[src/rtl/vwin_pkg.sv]
package vwin_pkg;

  // configuration bit positions (base field position is fixed by its decoder)
  localparam int CFG_W      = 32;
  localparam int BIT_IO     = 0;
  localparam int BIT_SUPER  = 1;
  localparam int BASE_LO    = 2;
  localparam int BASE_HI    = 7;
  localparam int BIT_D32    = 8;
  localparam int BIT_EN     = 31;

  typedef struct packed {
    logic       en;
    logic       d32;
    logic [5:0] base;
    logic       super_acc;
    logic       io_space;
  } win_cfg_t;

  typedef struct packed {
    logic        a16;
    logic [1:0]  region;
    logic [23:0] addr;
  } win_xlat_t;

  function automatic win_cfg_t cfg_from_word(input logic [CFG_W-1:0] w);
    win_cfg_t c;
    c.en        = w[BIT_EN];
    c.d32       = w[BIT_D32];
    c.base      = w[BASE_HI:BASE_LO];
    c.super_acc = w[BIT_SUPER];
    c.io_space  = w[BIT_IO];
    return c;
  endfunction

  function automatic logic [CFG_W-1:0] cfg_to_word(input win_cfg_t c);
    logic [CFG_W-1:0] w;
    w = '0;
    w[BIT_EN]           = c.en;
    w[BIT_D32]          = c.d32;
    w[BASE_HI:BASE_LO]  = c.base;
    w[BIT_SUPER]        = c.super_acc;
    w[BIT_IO]           = c.io_space;
    return w;
  endfunction

  function automatic logic cmd_is_mem(input logic [3:0] cmd);
    case (cmd)
      4'h6, 4'h7, 4'hC, 4'hE, 4'hF: return 1'b1;
      default:                      return 1'b0;
    endcase
  endfunction

  function automatic logic cmd_is_io(input logic [3:0] cmd);
    return (cmd[3:1] == 3'b001);
  endfunction

  // true when the region-relative bits point into the uppermost 64 KB
  function automatic logic in_top_64k(input logic [7:0] mid);
    return &mid;
  endfunction

endpackage

[src/rtl/vwin_cfg_reg.sv]
module vwin_cfg_reg
  import vwin_pkg::*;
(
  input  logic             clk,
  input  logic             rst_n,
  input  logic             we,
  input  logic [CFG_W-1:0] wdata,
  output win_cfg_t         cfg,
  output logic [CFG_W-1:0] rdata
);
  win_cfg_t cfg_q;

  always_ff @(posedge clk) begin
    if (!rst_n)  cfg_q <= '0;
    else if (we) cfg_q <= cfg_from_word(wdata);
  end

  assign cfg   = cfg_q;
  assign rdata = cfg_to_word(cfg_q);
endmodule

[src/rtl/vwin_match.sv]
module vwin_match
  import vwin_pkg::*;
#(
  parameter int ADDR_W  = 32,
  parameter int BASE_W  = 6,
  parameter int NUM_STD = 8
) (
  input  win_cfg_t           cfg,
  input  logic               valid,
  input  logic [ADDR_W-1:0]  addr,
  input  logic [3:0]         cmd,
  input  logic [NUM_STD-1:0] std_hit,
  output logic               base_hit,
  output logic               cmd_ok,
  output logic               higher_hit,
  output logic               claim
);
  localparam int WIN_LSB = ADDR_W - BASE_W;

  // OR of the higher-priority hits, built as a chain
  logic [NUM_STD:0] any_chain;
  assign any_chain[0] = 1'b0;
  for (genvar i = 0; i < NUM_STD; i++) begin : g_pri
    assign any_chain[i+1] = any_chain[i] | std_hit[i];
  end
  assign higher_hit = any_chain[NUM_STD];

  assign base_hit = (addr[ADDR_W-1:WIN_LSB] == cfg.base);
  assign cmd_ok   = cfg.io_space ? cmd_is_io(cmd) : cmd_is_mem(cmd);
  assign claim    = valid & cfg.en & base_hit & cmd_ok & ~higher_hit;
endmodule

[src/rtl/vwin_xlate.sv]
module vwin_xlate
  import vwin_pkg::*;
#(
  parameter int ADDR_W   = 32,
  parameter int REGION_W = 2,
  parameter int A24_W    = 24,
  parameter int A16_W    = 16
) (
  input  logic [ADDR_W-1:0] addr,
  output win_xlat_t         xl
);
  localparam int MID_W = A24_W - A16_W;

  logic [MID_W-1:0] mid;
  assign mid = addr[A24_W-1:A16_W];

  always_comb begin
    xl.region = addr[A24_W+REGION_W-1:A24_W];
    xl.a16    = in_top_64k(mid);
    if (xl.a16) xl.addr = {{MID_W{1'b0}}, addr[A16_W-1:0]};
    else        xl.addr = addr[A24_W-1:0];
  end
endmodule

[src/rtl/vwin_decoder.sv]
module vwin_decoder
  import vwin_pkg::*;
#(
  parameter int NUM_STD = 8
) (
  input  logic               clk,
  input  logic               rst_n,
  input  logic               cfg_we,
  input  logic [31:0]        cfg_wdata,
  output logic [31:0]        cfg_rdata,
  input  logic               req_valid,
  input  logic [31:0]        req_addr,
  input  logic [3:0]         req_cmd,
  input  logic [NUM_STD-1:0] std_hit,
  output logic               win_claim,
  output logic [23:0]        vme_addr,
  output logic               vme_is_a16,
  output logic [1:0]         vme_region,
  output logic               vme_super,
  output logic               vme_d32
);
  win_cfg_t  cfg;
  win_xlat_t xl;
  logic      base_hit, cmd_ok, higher_hit, claim_d;

  vwin_cfg_reg u_cfg (
    .clk(clk), .rst_n(rst_n), .we(cfg_we), .wdata(cfg_wdata),
    .cfg(cfg), .rdata(cfg_rdata)
  );

  vwin_match #(.ADDR_W(32), .BASE_W(6), .NUM_STD(NUM_STD)) u_match (
    .cfg(cfg), .valid(req_valid), .addr(req_addr), .cmd(req_cmd),
    .std_hit(std_hit), .base_hit(base_hit), .cmd_ok(cmd_ok),
    .higher_hit(higher_hit), .claim(claim_d)
  );

  vwin_xlate #(.ADDR_W(32), .REGION_W(2), .A24_W(24), .A16_W(16)) u_xl (
    .addr(req_addr), .xl(xl)
  );

  always_ff @(posedge clk) begin
    if (!rst_n) begin
      win_claim  <= 1'b0;
      vme_addr   <= '0;
      vme_is_a16 <= 1'b0;
      vme_region <= '0;
      vme_super  <= 1'b0;
      vme_d32    <= 1'b0;
    end else begin
      win_claim  <= claim_d;
      vme_addr   <= claim_d ? xl.addr : '0;
      vme_is_a16 <= claim_d & xl.a16;
      vme_region <= claim_d ? xl.region : '0;
      vme_super  <= claim_d & cfg.super_acc;
      vme_d32    <= claim_d & cfg.d32;
    end
  end
endmodule

[config.mk]
export PLATFORM = sky130hd
export DESIGN_NAME = vwin_decoder
export DESIGN_NICKNAME = d
export VERILOG_FILES = /design/src/rtl/vwin_pkg.sv /design/src/rtl/vwin_cfg_reg.sv /design/src/rtl/vwin_match.sv /design/src/rtl/vwin_xlate.sv /design/src/rtl/vwin_decoder.sv
export SDC_FILE = /design/constraint.sdc
export NUM_CORES = 1
export LEC_CHECK = 0
export BUFFER_PORTS_ARGS = -buffer_cell sky130_fd_sc_hd__clkbuf_2
export CAP_MARGIN = 25
export CORE_UTILIZATION = 43
export DETAILED_ROUTE_END_ITERATION = 8
export GPL_TIMING_DRIVEN = 0
export PLACE_DENSITY_LB_ADDON = 0.2
export SYNTH_ARGS = -nofsm -noshare
export SYNTH_HDL_FRONTEND = slang
export SYNTH_SLANG_ARGS = --single-unit
[constraint.sdc]
create_clock -name clk -period 1.81 [get_ports clk]
set_input_delay 0.362 -clock clk [delete_from_list [all_inputs] [get_ports clk]]
set_output_delay 0.362 -clock clk [all_outputs]
set_load 0.01 [all_outputs]
==> qor.yml <==
floorplan:
  fp.dieH_um: 67.58
  rows: 23
  core-area_mm2: 0.004058
  die_area_mm2: 0.004567
  die_w_um: 67.58
  start_util_pct: 45.58
  boundaryPins: 142
sta:
  worstMarginPinSlew_ns: 0.6516
  fin_crit_ns: 1.433
  max_freq_mhz: 697.7
  layout_setup_ws_ns: 0.3768
  finalClockSkew_ns: 0.005521
  finalHoldViolCount: 0
  finalSetupViolCount: 0
  rsz0062_at_grt: "no"
  slew_headroom_pct: 56.56
  maxSlewViolCount: 0
  tns_ns: 0
  fin_crit_sh_pct: 79.18
route:
  wl_mm: 3.687
  vias_per_cell: 4.442
  ant_nets: 0
  drt_iter0_drc: 97
  drt_drc_violations_left: 0
  wl_per_cell_um: 10.72
  firstDrtPassIters: 4
  vias: 1528
synth:
  synth_cells: 169
  syn_area_per_cell_um2: 10.94
  synth_top_area_share_pct: 43.30
  synth_most_common_cell: "dfxtp_1"
  synthTopCellsByArea: "dfxtp_1 43%, nor4_2 19%, buf_4 8.9%"
  ys.flop_type: "dfxtp_1"
  synth_common_cells: "40 x dfxtp_1, 28 x nor4_2, 22 x buf_4"
  ys_ff_latch: 40
  yosysTopAreaCell: "dfxtp_1"
  synth_area_mm2: 0.001849
  synth_seq_area_share_pct: 43.30
  synth_edf_count: 0
  yosysWarnings: 0
  async_flop_share_pct: 0
  synth_cell_types: 21
critical_path:
  critical_path.cell_chain: "xnor2_1 > o2111ai_1 > clkbuf_1 > nor3_1"
  crit_path_top_delay_cell: "clkbuf_1"
  critical_path.max_fanout: 10
  required_ns: 1.97
  critPathArrivalTime_ns: 1.59
  cp.depth: 4
  r2r_cells: 4
  start_kind: "register"
  cp_slowest_stage_delay_ns: 0.55
  crit_path_end_kind: "register"
  critPathKind: "register to register"
  critPathTopFamily: "buffers and inverters"
  r2r-start: "u_cfg.cfg[4]"
  path_buf_inv: 1
  crit_start: "u_cfg.cfg[4]"
placed_design:
  port_buffers: 96
  gp_congestion: 0.7359
  dp_hpwl_mm: 2.891
  dp_slack_ns: 0.1084
clock_network:
  post_cts_resized: 0
  clk_latency_ns: 0.29
  cts_buffer_depth: 2
  htree_levels: 2
  cts_tree: "yes"
  cts_setup_buffers: 0
  clkTransAtPathRegs_ns: 0.08
  cts_root_buf: "clkbuf_8"
  numClockSinks: 40
  numCtsBuffers: 5
  ctsHoldBuffers: 0
power_and_ir_drop:
  p_per_area_mw_per_mm2: 731.2
  leakagePower_nw: 1.239
  finalPower_mw: 1.888
  ir_worst_vdd_uv: 373.7
run_status:
  status: "completed"
min_path:
  min_from: "req_addr[14]"
  min_path_type: "input pin to register"
  worstHoldPathCells: 3
flow_run:
  cap_violations: 0
global_route:
  grt_max_degree: 14
  grt.overflow.total: 0
  grt_first_pass_wirelength_mm: 5.526
  grt_pass1_vias: 1332
  track_usage_pct: 16.63
  antenna_found_initial: 0
final_layout:
  area_delta_synth_final_pct: 39.65
  antennaDiodeCount: 0
  drive_above_1_share_pct: 56.80
  finalNetCount: 373
  final_util_pct: 63.64
  nFillCells: 372
## layout make-up
class	instances	area, µm²	area share [%]
inverter	20	75.07	2.907
multi-input combinational	97	817.0	31.64
sequential	40	800.8	31.01
clock inverter	3	42.54	1.647
buffer	33	235.2	9.109
clock buffer	5	68.82	2.665
tap	50	62.56	2.422
timing repair buffer	96	480.5	18.60
## through the flow
| step | hold WS [ns] | instance area [µm²] | cells |
|---|---|---|---|
| 6_report | 0.2809 | 2582 | 344 |
| 5_1_grt | 0.2745 | 2582 | 344 |
| 4_1_cts | 0.2765 | 2582 | 344 |
| 3_5_place_dp | 0.4530 | 2471 | 336 |
| 3_3_place_gp | 0.4557 | 2471 | 336 |
| 2_1_floorplan | 0.4852 | 1928 | 190 |
## state kept, by name (all words and copies together) (netlist names)
register / cells
vme_super: 1
vme_addr: 24
u_cfg.cfg: 10
vme_region: 2
win_claim: 1
vme_is_a16: 1
vme_d32: 1
## placed cells by master, fill, tap and decap left out, types with 2 or more instances in the layout
master    count
dfxtp_1      40
nor2b_1      11
clkbuf_1      2
inv_1        20
nor4_2       28
o21ai_0       9
clkbuf_8      5
buf_2         5
xnor2_1       6
nand4_1       3
buf_4        22
clkbuf_2     96
nor4b_2       2
buf_6         3
conb_1       22
mux2i_1      10
## path summary, 6_finish.rpt
kind,endpoint,slack (ns)
worst max-delay path,win_claim,0.38
worst min-delay path,vme_addr[14],0.28
worst max register to register,win_claim,0.38
worst min register to register,vme_d32,0.46
## cell families (layout without fill, tap and decap cells)
group / after synthesis / after routing / share of synthesized area (%)
AO/OA/AOI/OAI: 11 / 11 / 3.721
flip-flops: 40 / 40 / 43.30
buffers and inverters: 53 / 157 / 16.78
AND/OR/NAND/NOR: 48 / 48 / 27.74
multiplexers: 10 / 10 / 5.413
other: 1 / 22 / 0.2028
XOR/XNOR: 6 / 6 / 2.842
## report_power, final
part | total, mW | switching (mW) | internal (mW)
Combinational | 0.267 | 0.140 | 0.127
Clock | 0.718 | 0.310 | 0.408
Sequential | 0.904 | 0.0114 | 0.892
## metal layers
| layer | routed length [µm] | track usage, % | up-vias | part of all wire, % |
|---|---|---|---|---|
| li1 | - | - | 774 | - |
| met1 | 1422 | 17.11 | 674 | 39 |
| met2 | 1859 | 28.71 | 70 | 50 |
| met3 | 317 | 5.912 | 10 | 8.6 |
| met4 | 86 | 9.840 | 0 | 2.3 |
| met5 | 0 | 0 | - | 0 |
## worst register-to-register path, cell delays in order, from the launching register on
cell and delay, ns:
dfxtp_1 0.34, xnor2_1 0.13, o2111ai_1 0.19, clkbuf_1 0.55, nor3_1 0.09
Note: power is estimated with default switching activity, not from simulation.
